==> src/rtl/i2c_txb_pkg.sv <==
package i2c_txb_pkg;
  typedef struct packed {
    logic start;
    logic stop;
    logic rise;
    logic fall;
  } bus_ev_t;

  function automatic int unsigned cnt_width(input int unsigned data_w);
    return $clog2(data_w + 2);
  endfunction
endpackage

==> src/rtl/i2c_txb_hold.sv <==
module i2c_txb_hold #(
  parameter int unsigned DATA_W = 8
) (
  input  logic              clk_i,
  input  logic              rst_ni,
  input  logic              clr_i,
  input  logic              wr_i,
  input  logic [DATA_W-1:0] wdata_i,
  input  logic              take_i,
  output logic [DATA_W-1:0] data_o,
  output logic              vld_o
);
  logic [DATA_W-1:0] data_q;
  logic              vld_q;

  always_ff @(posedge clk_i or negedge rst_ni) begin
    if (!rst_ni) begin
      data_q <= '0;
      vld_q  <= 1'b0;
    end else if (clr_i) begin
      vld_q <= 1'b0;
    end else begin
      if (take_i) vld_q <= 1'b0;
      // a write in the take cycle refills the register
      if (wr_i) begin
        data_q <= wdata_i;
        vld_q  <= 1'b1;
      end
    end
  end

  assign data_o = data_q;
  assign vld_o  = vld_q;
endmodule

==> src/rtl/i2c_txb_shifter.sv <==
module i2c_txb_shifter #(
  parameter int unsigned DATA_W = 8,
  parameter int unsigned CNT_W  = 4
) (
  input  logic                  clk_i,
  input  logic                  rst_ni,
  input  logic                  clr_i,
  input  logic                  load_i,
  input  logic [DATA_W-1:0]     ldata_i,
  input  i2c_txb_pkg::bus_ev_t  ev_i,
  output logic                  act_o,
  output logic                  done_o,
  output logic [CNT_W-1:0]      cnt_o,
  output logic                  sda_o
);
  localparam logic [CNT_W-1:0] LastCnt = CNT_W'(DATA_W);

  logic [DATA_W-1:0] sh_q;
  logic [CNT_W-1:0]  cnt_q;
  logic              act_q;
  logic              drv_q;
  logic              ack_slot;

  assign ack_slot = (cnt_q == LastCnt);

  always_ff @(posedge clk_i or negedge rst_ni) begin
    if (!rst_ni) begin
      sh_q  <= '0;
      cnt_q <= '0;
      act_q <= 1'b0;
      drv_q <= 1'b0;
    end else if (load_i) begin
      sh_q  <= ldata_i;
      cnt_q <= '0;
      act_q <= 1'b1;
      drv_q <= 1'b0;
    end else if (clr_i) begin
      cnt_q <= '0;
      act_q <= 1'b0;
      drv_q <= 1'b0;
    end else if (act_q) begin
      if (ev_i.rise) begin
        if (ack_slot) begin
          act_q <= 1'b0;
          cnt_q <= '0;
        end else begin
          cnt_q <= cnt_q + 1'b1;
        end
      end else if (ev_i.fall) begin
        if (ack_slot)   drv_q <= 1'b0;               // release for acknowledge
        else if (drv_q) sh_q  <= {sh_q[DATA_W-2:0], 1'b0};
        else            drv_q <= 1'b1;               // first bit goes out
      end
    end
  end

  assign done_o = act_q & ev_i.rise & ack_slot & ~clr_i;
  assign act_o  = act_q;
  assign cnt_o  = cnt_q;
  assign sda_o  = (act_q & drv_q) ? sh_q[DATA_W-1] : 1'b1;
endmodule

==> src/rtl/i2c_txb_flag.sv <==
module i2c_txb_flag (
  input  logic clk_i,
  input  logic rst_ni,
  input  logic clr_i,
  input  logic wr_i,
  input  logic set_i,
  output logic flag_o
);
  logic flag_q;

  always_ff @(posedge clk_i or negedge rst_ni) begin
    if (!rst_ni)    flag_q <= 1'b0;
    else if (clr_i) flag_q <= 1'b0;
    else if (wr_i)  flag_q <= 1'b0;
    else if (set_i) flag_q <= 1'b1;
  end

  assign flag_o = flag_q;
endmodule

==> src/rtl/i2c_tx_buffer.sv <==
module i2c_tx_buffer #(
  parameter int unsigned DATA_W = 8
) (
  input  logic              clk_i,
  input  logic              rst_ni,
  input  logic              en_i,
  input  logic              init_i,
  input  logic              tx_mode_i,
  input  logic              ack_chk_i,
  input  logic              wr_i,
  input  logic [DATA_W-1:0] wdata_i,
  input  logic              start_det_i,
  input  logic              stop_det_i,
  input  logic              scl_rise_i,
  input  logic              scl_fall_i,
  input  logic              sda_i,
  output logic              sda_o,
  output logic              wreq_o,
  output logic              ack_o
);
  import i2c_txb_pkg::*;

  localparam int unsigned CNT_W = cnt_width(DATA_W);

  bus_ev_t           ev;
  logic              kill, wr_ok, sh_clr;
  logic              done, nack_end, bus_ok, blocked, free, load;
  logic              bus_q, nack_q, ack_q;
  logic              act;
  logic [CNT_W-1:0]  cnt;
  logic [DATA_W-1:0] hold_data;
  logic              hold_vld;

  assign ev = '{start: start_det_i, stop: stop_det_i, rise: scl_rise_i, fall: scl_fall_i};

  assign kill     = ~en_i | init_i;
  assign wr_ok    = wr_i & tx_mode_i & ~kill;
  assign sh_clr   = kill | start_det_i | stop_det_i;
  assign nack_end = done & ack_chk_i & sda_i;
  assign bus_ok   = (bus_q | start_det_i) & ~stop_det_i & ~kill;
  assign blocked  = nack_q & ~start_det_i;
  assign free     = ~act | done | start_det_i;
  assign load     = hold_vld & tx_mode_i & bus_ok & ~blocked & free & ~nack_end;

  i2c_txb_hold #(.DATA_W(DATA_W)) u_hold (
    .clk_i   (clk_i),
    .rst_ni  (rst_ni),
    .clr_i   (kill),
    .wr_i    (wr_ok),
    .wdata_i (wdata_i),
    .take_i  (load),
    .data_o  (hold_data),
    .vld_o   (hold_vld)
  );

  i2c_txb_shifter #(.DATA_W(DATA_W), .CNT_W(CNT_W)) u_shift (
    .clk_i   (clk_i),
    .rst_ni  (rst_ni),
    .clr_i   (sh_clr),
    .load_i  (load),
    .ldata_i (hold_data),
    .ev_i    (ev),
    .act_o   (act),
    .done_o  (done),
    .cnt_o   (cnt),
    .sda_o   (sda_o)
  );

  i2c_txb_flag u_flag (
    .clk_i  (clk_i),
    .rst_ni (rst_ni),
    .clr_i  (kill | stop_det_i),
    .wr_i   (wr_ok),
    .set_i  (load | start_det_i),
    .flag_o (wreq_o)
  );

  always_ff @(posedge clk_i or negedge rst_ni) begin
    if (!rst_ni) begin
      bus_q  <= 1'b0;
      nack_q <= 1'b0;
      ack_q  <= 1'b0;
    end else begin
      if (kill || stop_det_i) bus_q <= 1'b0;
      else if (start_det_i)   bus_q <= 1'b1;

      if (sh_clr)        nack_q <= 1'b0;
      else if (nack_end) nack_q <= 1'b1;

      if (done) ack_q <= sda_i;
    end
  end

  assign ack_o = ack_q;
endmodule

==> config.mk <==
export PLATFORM = sky130hd
export DESIGN_NAME = i2c_tx_buffer
export DESIGN_NICKNAME = d
export VERILOG_FILES = /design/src/rtl/i2c_txb_pkg.sv /design/src/rtl/i2c_txb_hold.sv /design/src/rtl/i2c_txb_shifter.sv /design/src/rtl/i2c_txb_flag.sv /design/src/rtl/i2c_tx_buffer.sv
export SDC_FILE = /design/constraint.sdc
export NUM_CORES = 1
export LEC_CHECK = 0
export ABC_AREA = 1
export BUFFER_PORTS_ARGS = -buffer_cell sky130_fd_sc_hd__buf_2
export CAP_MARGIN = 10
export CORE_UTILIZATION = 30
export CTS_BUF_LIST = sky130_fd_sc_hd__clkbuf_16
export DETAILED_ROUTE_END_ITERATION = 12
export PLACE_DENSITY_LB_ADDON = 0.08
export SLEW_MARGIN = 10
export SYNTH_ARGS = -nofsm -noshare
export SYNTH_HDL_FRONTEND = slang
export SYNTH_HIERARCHICAL = 1
export SYNTH_SLANG_ARGS = --single-unit
==> constraint.sdc <==
create_clock -name clk_i -period 2.4 [get_ports clk_i]
set_clock_uncertainty 0.05 [all_clocks]
set_input_delay 0.36 -clock clk_i [delete_from_list [all_inputs] [get_ports clk_i]]
set_output_delay 0.36 -clock clk_i [all_outputs]
set_load 0.01 [all_outputs]
### Yosys cells after proc, flatten, opt, wreduce, memory -nomap -nowiden

Index checks and enable logic that the tools add are counted.

* output and inout bits: 3
* flip-flop bits (word level): 27

* mux-type cells: 33
* bitwise logic cells: 32
* equal/unequal tests: 5
* reductions and logical operators: 15
* $add $sub $neg: 1

Operator list (count)
* $mux 8: 7
* $mux 1: 21
* $mux 4: 5
* $and 1x1->1: 16
* $reduce_bool 3->1: 5
* $reduce_bool 2->1: 5
* $not 1->1: 8
* $or 1x1->1: 8
* $reduce_and 6->1: 1
* $add 4x1->4 const B: 1
* $eq 4x4->1 const B: 1
* $ne 2x2->1 const B: 2
* $reduce_and 2->1: 2
* $ne 3x1->1 const B: 1
* $reduce_and 3->1: 1
* $ne 2x1->1 const B: 1
* $logic_or 1x1->1: 1

### Logic depth before layout (Yosys ltp)

* word-level depth: 14
* depth in mapped cells: 17

### Cells and area by module

Netlist, hierarchy kept.

Modules (own cells, without submodules)
* i2c_txb_shifter: area each 800.8 um^2, times used 1, cells each 105, sequential area each 350.3 um^2
* i2c_txb_hold: area each 374.1 um^2, times used 1, cells each 39, sequential area each 225.2 um^2
* i2c_tx_buffer: area each 201.4 um^2, times used 1, cells each 30, sequential area each 75.1 um^2
* i2c_txb_flag: area each 43.8 um^2, times used 1, cells each 6, sequential area each 25.0 um^2

### Worst setup path before layout

OpenSTA, ideal clock, no wires.

* kind: register to register
* from: register u_shift.cnt_q[0] (netlist: u_shift/cnt_o[0])
* to: register u_shift.cnt_q[3] (netlist: u_shift/cnt_o[3])
* setup slack: 329 ps
* stages on the path, launching flop included: 17
* data arrival time: 1903 ps
* data required time: 2232 ps
* buffers on the path: 1
* library setup time: 118 ps
* period minus slack after synthesis: 2071 ps
* path through: dfrtp_1 inv_1 ha_1 nand3_2 nor3_1 nand3_1 nand2_1 inv_1 nand3_2 inv_1 buf_6 nor2_4 nand2_2 nand2_1 nand2_1 nand2_1 nor2_2

* longest elaborated chain between the ends: 9
* elaborated cells on any way between the ends: 19
* those cells by class: add/sub (1); eq/ne (1); mux (5); bitwise (9); reduce/logical (3)

Ends and longest elaborated chain
* from (decl): line i2c_txb_shifter.sv:19 `logic [CNT_W-1:0] cnt_q;`
* from (signal assigned): line i2c_txb_shifter.sv:47 `cnt_q <= cnt_q + 1'b1;`
* $eq 4x4->1 *: line i2c_txb_shifter.sv:24 `assign ack_slot = (cnt_q == LastCnt);`
* $and 1x1->1 * (2 in series): line i2c_txb_shifter.sv:57 `assign done_o = act_q & ev_i.rise & ack_slot & ~clr_i;`
* via done: line i2c_tx_buffer.sv:27 `logic done, nack_end, bus_ok, blocked, free, load;`
* $or 1x1->1 or $and 1x1->1 (tied branches) (2 in series): line i2c_tx_buffer.sv:42, i2c_tx_buffer.sv:39
* $and 1x1->1 or $not 1->1 (tied branches): line i2c_tx_buffer.sv:43 `assign load = hold_vld & tx_mode_i & bus_ok & ~blocked & free & ~nack_end;`
* $and 1x1->1 *: line i2c_tx_buffer.sv:43
* via load: line i2c_tx_buffer.sv:27
* $reduce_bool 3->1 (no line)
* $reduce_and 2->1 (no line)

Mark *: on every way through the listed nets, which the timed path passes. The rest lies on a longest branch. The select of a mux whose other input is x is not followed.
A chain may end at the register's enable or synchronous reset.

### Final worst setup path

Ends and elaborated chain as after synthesis.

==> run summary <==
Layout Nets: 230
YS warnings: 6
die height: 70.8 um
FF-to-FF End: u_shift/cnt_o[3]
hold bufs inserted after CTS: 0
GRT Total Usage: 13.0%
Slew headroom: 58.6%
FF-to-FF path depth: 15
Final Cycle Share: 87.8%
syn nets: 202
Synth Instances: 180
DRT iter0 DRCs: 46
Filler Cell Count: 486
std cell rows: 24
Comb power frac: 7.3%
I/O Buffers: 22
Yosys cell types: 22
CTS max path bufs: 2
worst-path fanout max: 6
Ports: 23
worst reg2reg path startpoint: u_shift/cnt_o[0]
Net Sw Power: 0.000214 W
Final Util: 37.8%
reg-to-reg slack, setup: 0.29 ns
worst path required time: 2.50 ns
ant diodes: 0
initial core utilization: 32.0%
RSZ-0062 raised after global routing: no
Startpoint Class: flip-flop
core area: 4440 sq um
initial antenna violation count: 0
sequential area share after synthesis: 47.6%
die area: 5010 sq um
critical path class: reg -> reg
chip width: 70.8 um
Critical-path top delay cell: dfrtp_1
Critical path origin: u_shift/cnt_o[0]
via density per instance: 4.43
global route overflow: 0
clock tree from TritonCTS: done
Routed WL: 2720 um
post-route ant nets: 0
outcome: complete, no violations
DP HPWL: 2050 um
CP peak stage delay: 0.38 ns
largest net degree at the start of global routing: 28
share of cells above drive strength 1: 23.2%
Area Overhead vs Synth: 18.3%
#FFs+latches synth: 27
GPL Wtd Cong: 0.724
Placed Cells: 255
setup TNS: 0 ns
vias post-DR: 1148
clock latency on the worst-skew pair: 0.26 ns
sw frac: 22.6%
vias in the first global route: 1174
fin cells: 259
worst hold slack: 0.0614 ns
Worst VDD drop: 0.249 mV
Slew @ Worst Pin: 0.621 ns
leak pwr: 0.908 nW
Sink Count: 27
Internal: 0.000733 W
Remaining DRCs: 0
WL per Instance: 10.5 um
Post-Synthesis Cell Area: 1420 sq um
CTS root buf: clkbuf_16
Final setup violation count: 0
first-pass GRT wire length: 5160 um
Slew Limit Fails: 0
Final Hold Fails: 0
Worst Path Arrival: 2.21 ns
kind of end point of the critical path: flip-flop
Max-cap violations: 0
PwrDens: 563 nW/um^2
register share of total power: 52.4%
worst path cell trace: inv_1 -> ha_1 -> nand3_2 -> nor3_2 -> inv_1 -> nand2_1 -> nand2_1 -> nand2_1 -> nand3_2 -> inv_1 -> nor2_4 -> nand2_2 -> nand2_1 -> nor2_1 -> nor2_2
fmax: 0.474 GHz
DRT Pass-1 Iters: 5
clock-pin slew on the worst setup and hold paths: 0.07 ns
htree depth: 1
min-delay worst type: in -> async
min Tclk post-route: 2.11 ns
Mapped Avg Cell Area: 7.89 sq um
Inserted Clock Buffers: 3
crit-path most repeated cell: nand2_1
clock share of power: 40.3%
## what timing repair did
action                     4_1_cts  5_1_grt
resized for setup                0        1
buffers inserted                 0        0
setup endpoints to repair        0        8
## layer usage
layer,track usage (%),share of wire (%),up-vias
met4,4.00,1.2,0
li1,-,-,614
met3,2.42,4.1,4
met2,21.0,43,21
met1,17.6,51,509
met5,0,0,-
## flip-flops by register name, indices dropped and copies added, names as in the netlist
register	flops
u_hold/vld_o	1
u_hold/data_o	8
u_shift/act_o	1
nack_q	1
u_shift/cnt_o	4
u_flag/flag_o	1
bus_q	1
u_shift/drv_q	1
ack_o	1
u_shift/sh_q	8
## cell usage in the layout, fill, tap and decap left out, types with 4 or more instances in the layout
master	Yosys	final
buf_2	0	22
buf_4	1	4
dfrtp_1	27	27
inv_1	14	14
nand2_1	77	77
nand3_1	19	19
nor2_1	10	10
o21ai_0	5	5
## stage by stage
| step | worst slack, ns | cell area [sq um] | total power [W] |
|---|---|---|---|
| final | 0.292 | 1680 | 0.000947 |
| after global placement | 0.279 | 1600 | 0.000574 |
| after detailed placement | 0.176 | 1600 | 0.000575 |
| after global routing | 0.0487 | 1680 | 0.000997 |
| after CTS | 0.158 | 1680 | 0.000960 |
| after floorplan | 0.329 | 1420 | 0.000537 |
## final cells by class
type | instances | area [sq um] | area share [%]
inverter | 19 | 76.3 | 4.54
sequential | 27 | 676 | 40.2
multi-input combinational | 131 | 643 | 38.3
tap | 52 | 65.1 | 3.87
timing repair buffer | 26 | 140 | 8.34
clock buffer | 3 | 75.1 | 4.47
clock inverter | 1 | 5.00 | 0.298
## kinds of logic (layout without fill, tap and decap cells)
kind of cell	count (synthesis)	count (layout)	share of synthesized area, %
and+or+nand+nor	121	121	40.2
DFF	27	27	47.6
buffers and inverters	22	49	7.49
AOI/OAI and AO/OA	8	8	3.00
adders and majority gates	2	2	1.76
## synthesized netlist by cell type
library cell  number  share of area [%]
a21boi_0           1               0.53
a21oi_1            2               0.70
buf_4              1               0.53
buf_6              2                1.6
dfrtp_1           27                 48
ha_1               2                1.8
inv_1             14                3.7
inv_2              3               0.79
inv_4              2               0.88
nand2_1           77                 20
nand2_2            2               0.88
nand2_4            1               0.79
nand2_8            1                1.4
nand3_1           19                6.7
nand3_2            3                2.1
nand3_4            1                1.2
nand4_1            2               0.88
nor2_1            10                2.6
nor2_2             1               0.44
nor2_4             3                2.4
nor3_1             1               0.35
o21ai_0            5                1.8
## power by group through the flow
stage,registers (W),clock network (W),logic [W]
finish,0.000496,0.000382,0.0000692
global route,0.000500,0.000414,0.0000841
detailed placement,0.000504,0,0.0000708
global placement,0.000504,0,0.0000697
floorplan,0.000500,0,0.0000370
CTS,0.000495,0.000393,0.0000710
## critical path, delay by kind of cell (launching register included)
kind	cells	cell delay [ns]
AND/OR/NAND/NOR	11	1.00
flip-flops	1	0.38
buffers and inverters	3	0.38
adder cells (fa/ha/maj)	1	0.18
## worst max-delay path by stage
stage / endpoint / depth (start not counted)
after floorplan: u_shift/cnt_o[3] / 16
after global placement: u_shift/cnt_o[3] / 15
final: u_shift/cnt_o[3] / 15
after global routing: u_shift/cnt_o[3] / 15
after detailed placement: u_shift/cnt_o[3] / 15
after CTS: u_shift/cnt_o[3] / 15
Note: power is estimated with default switching activity, not from simulation.
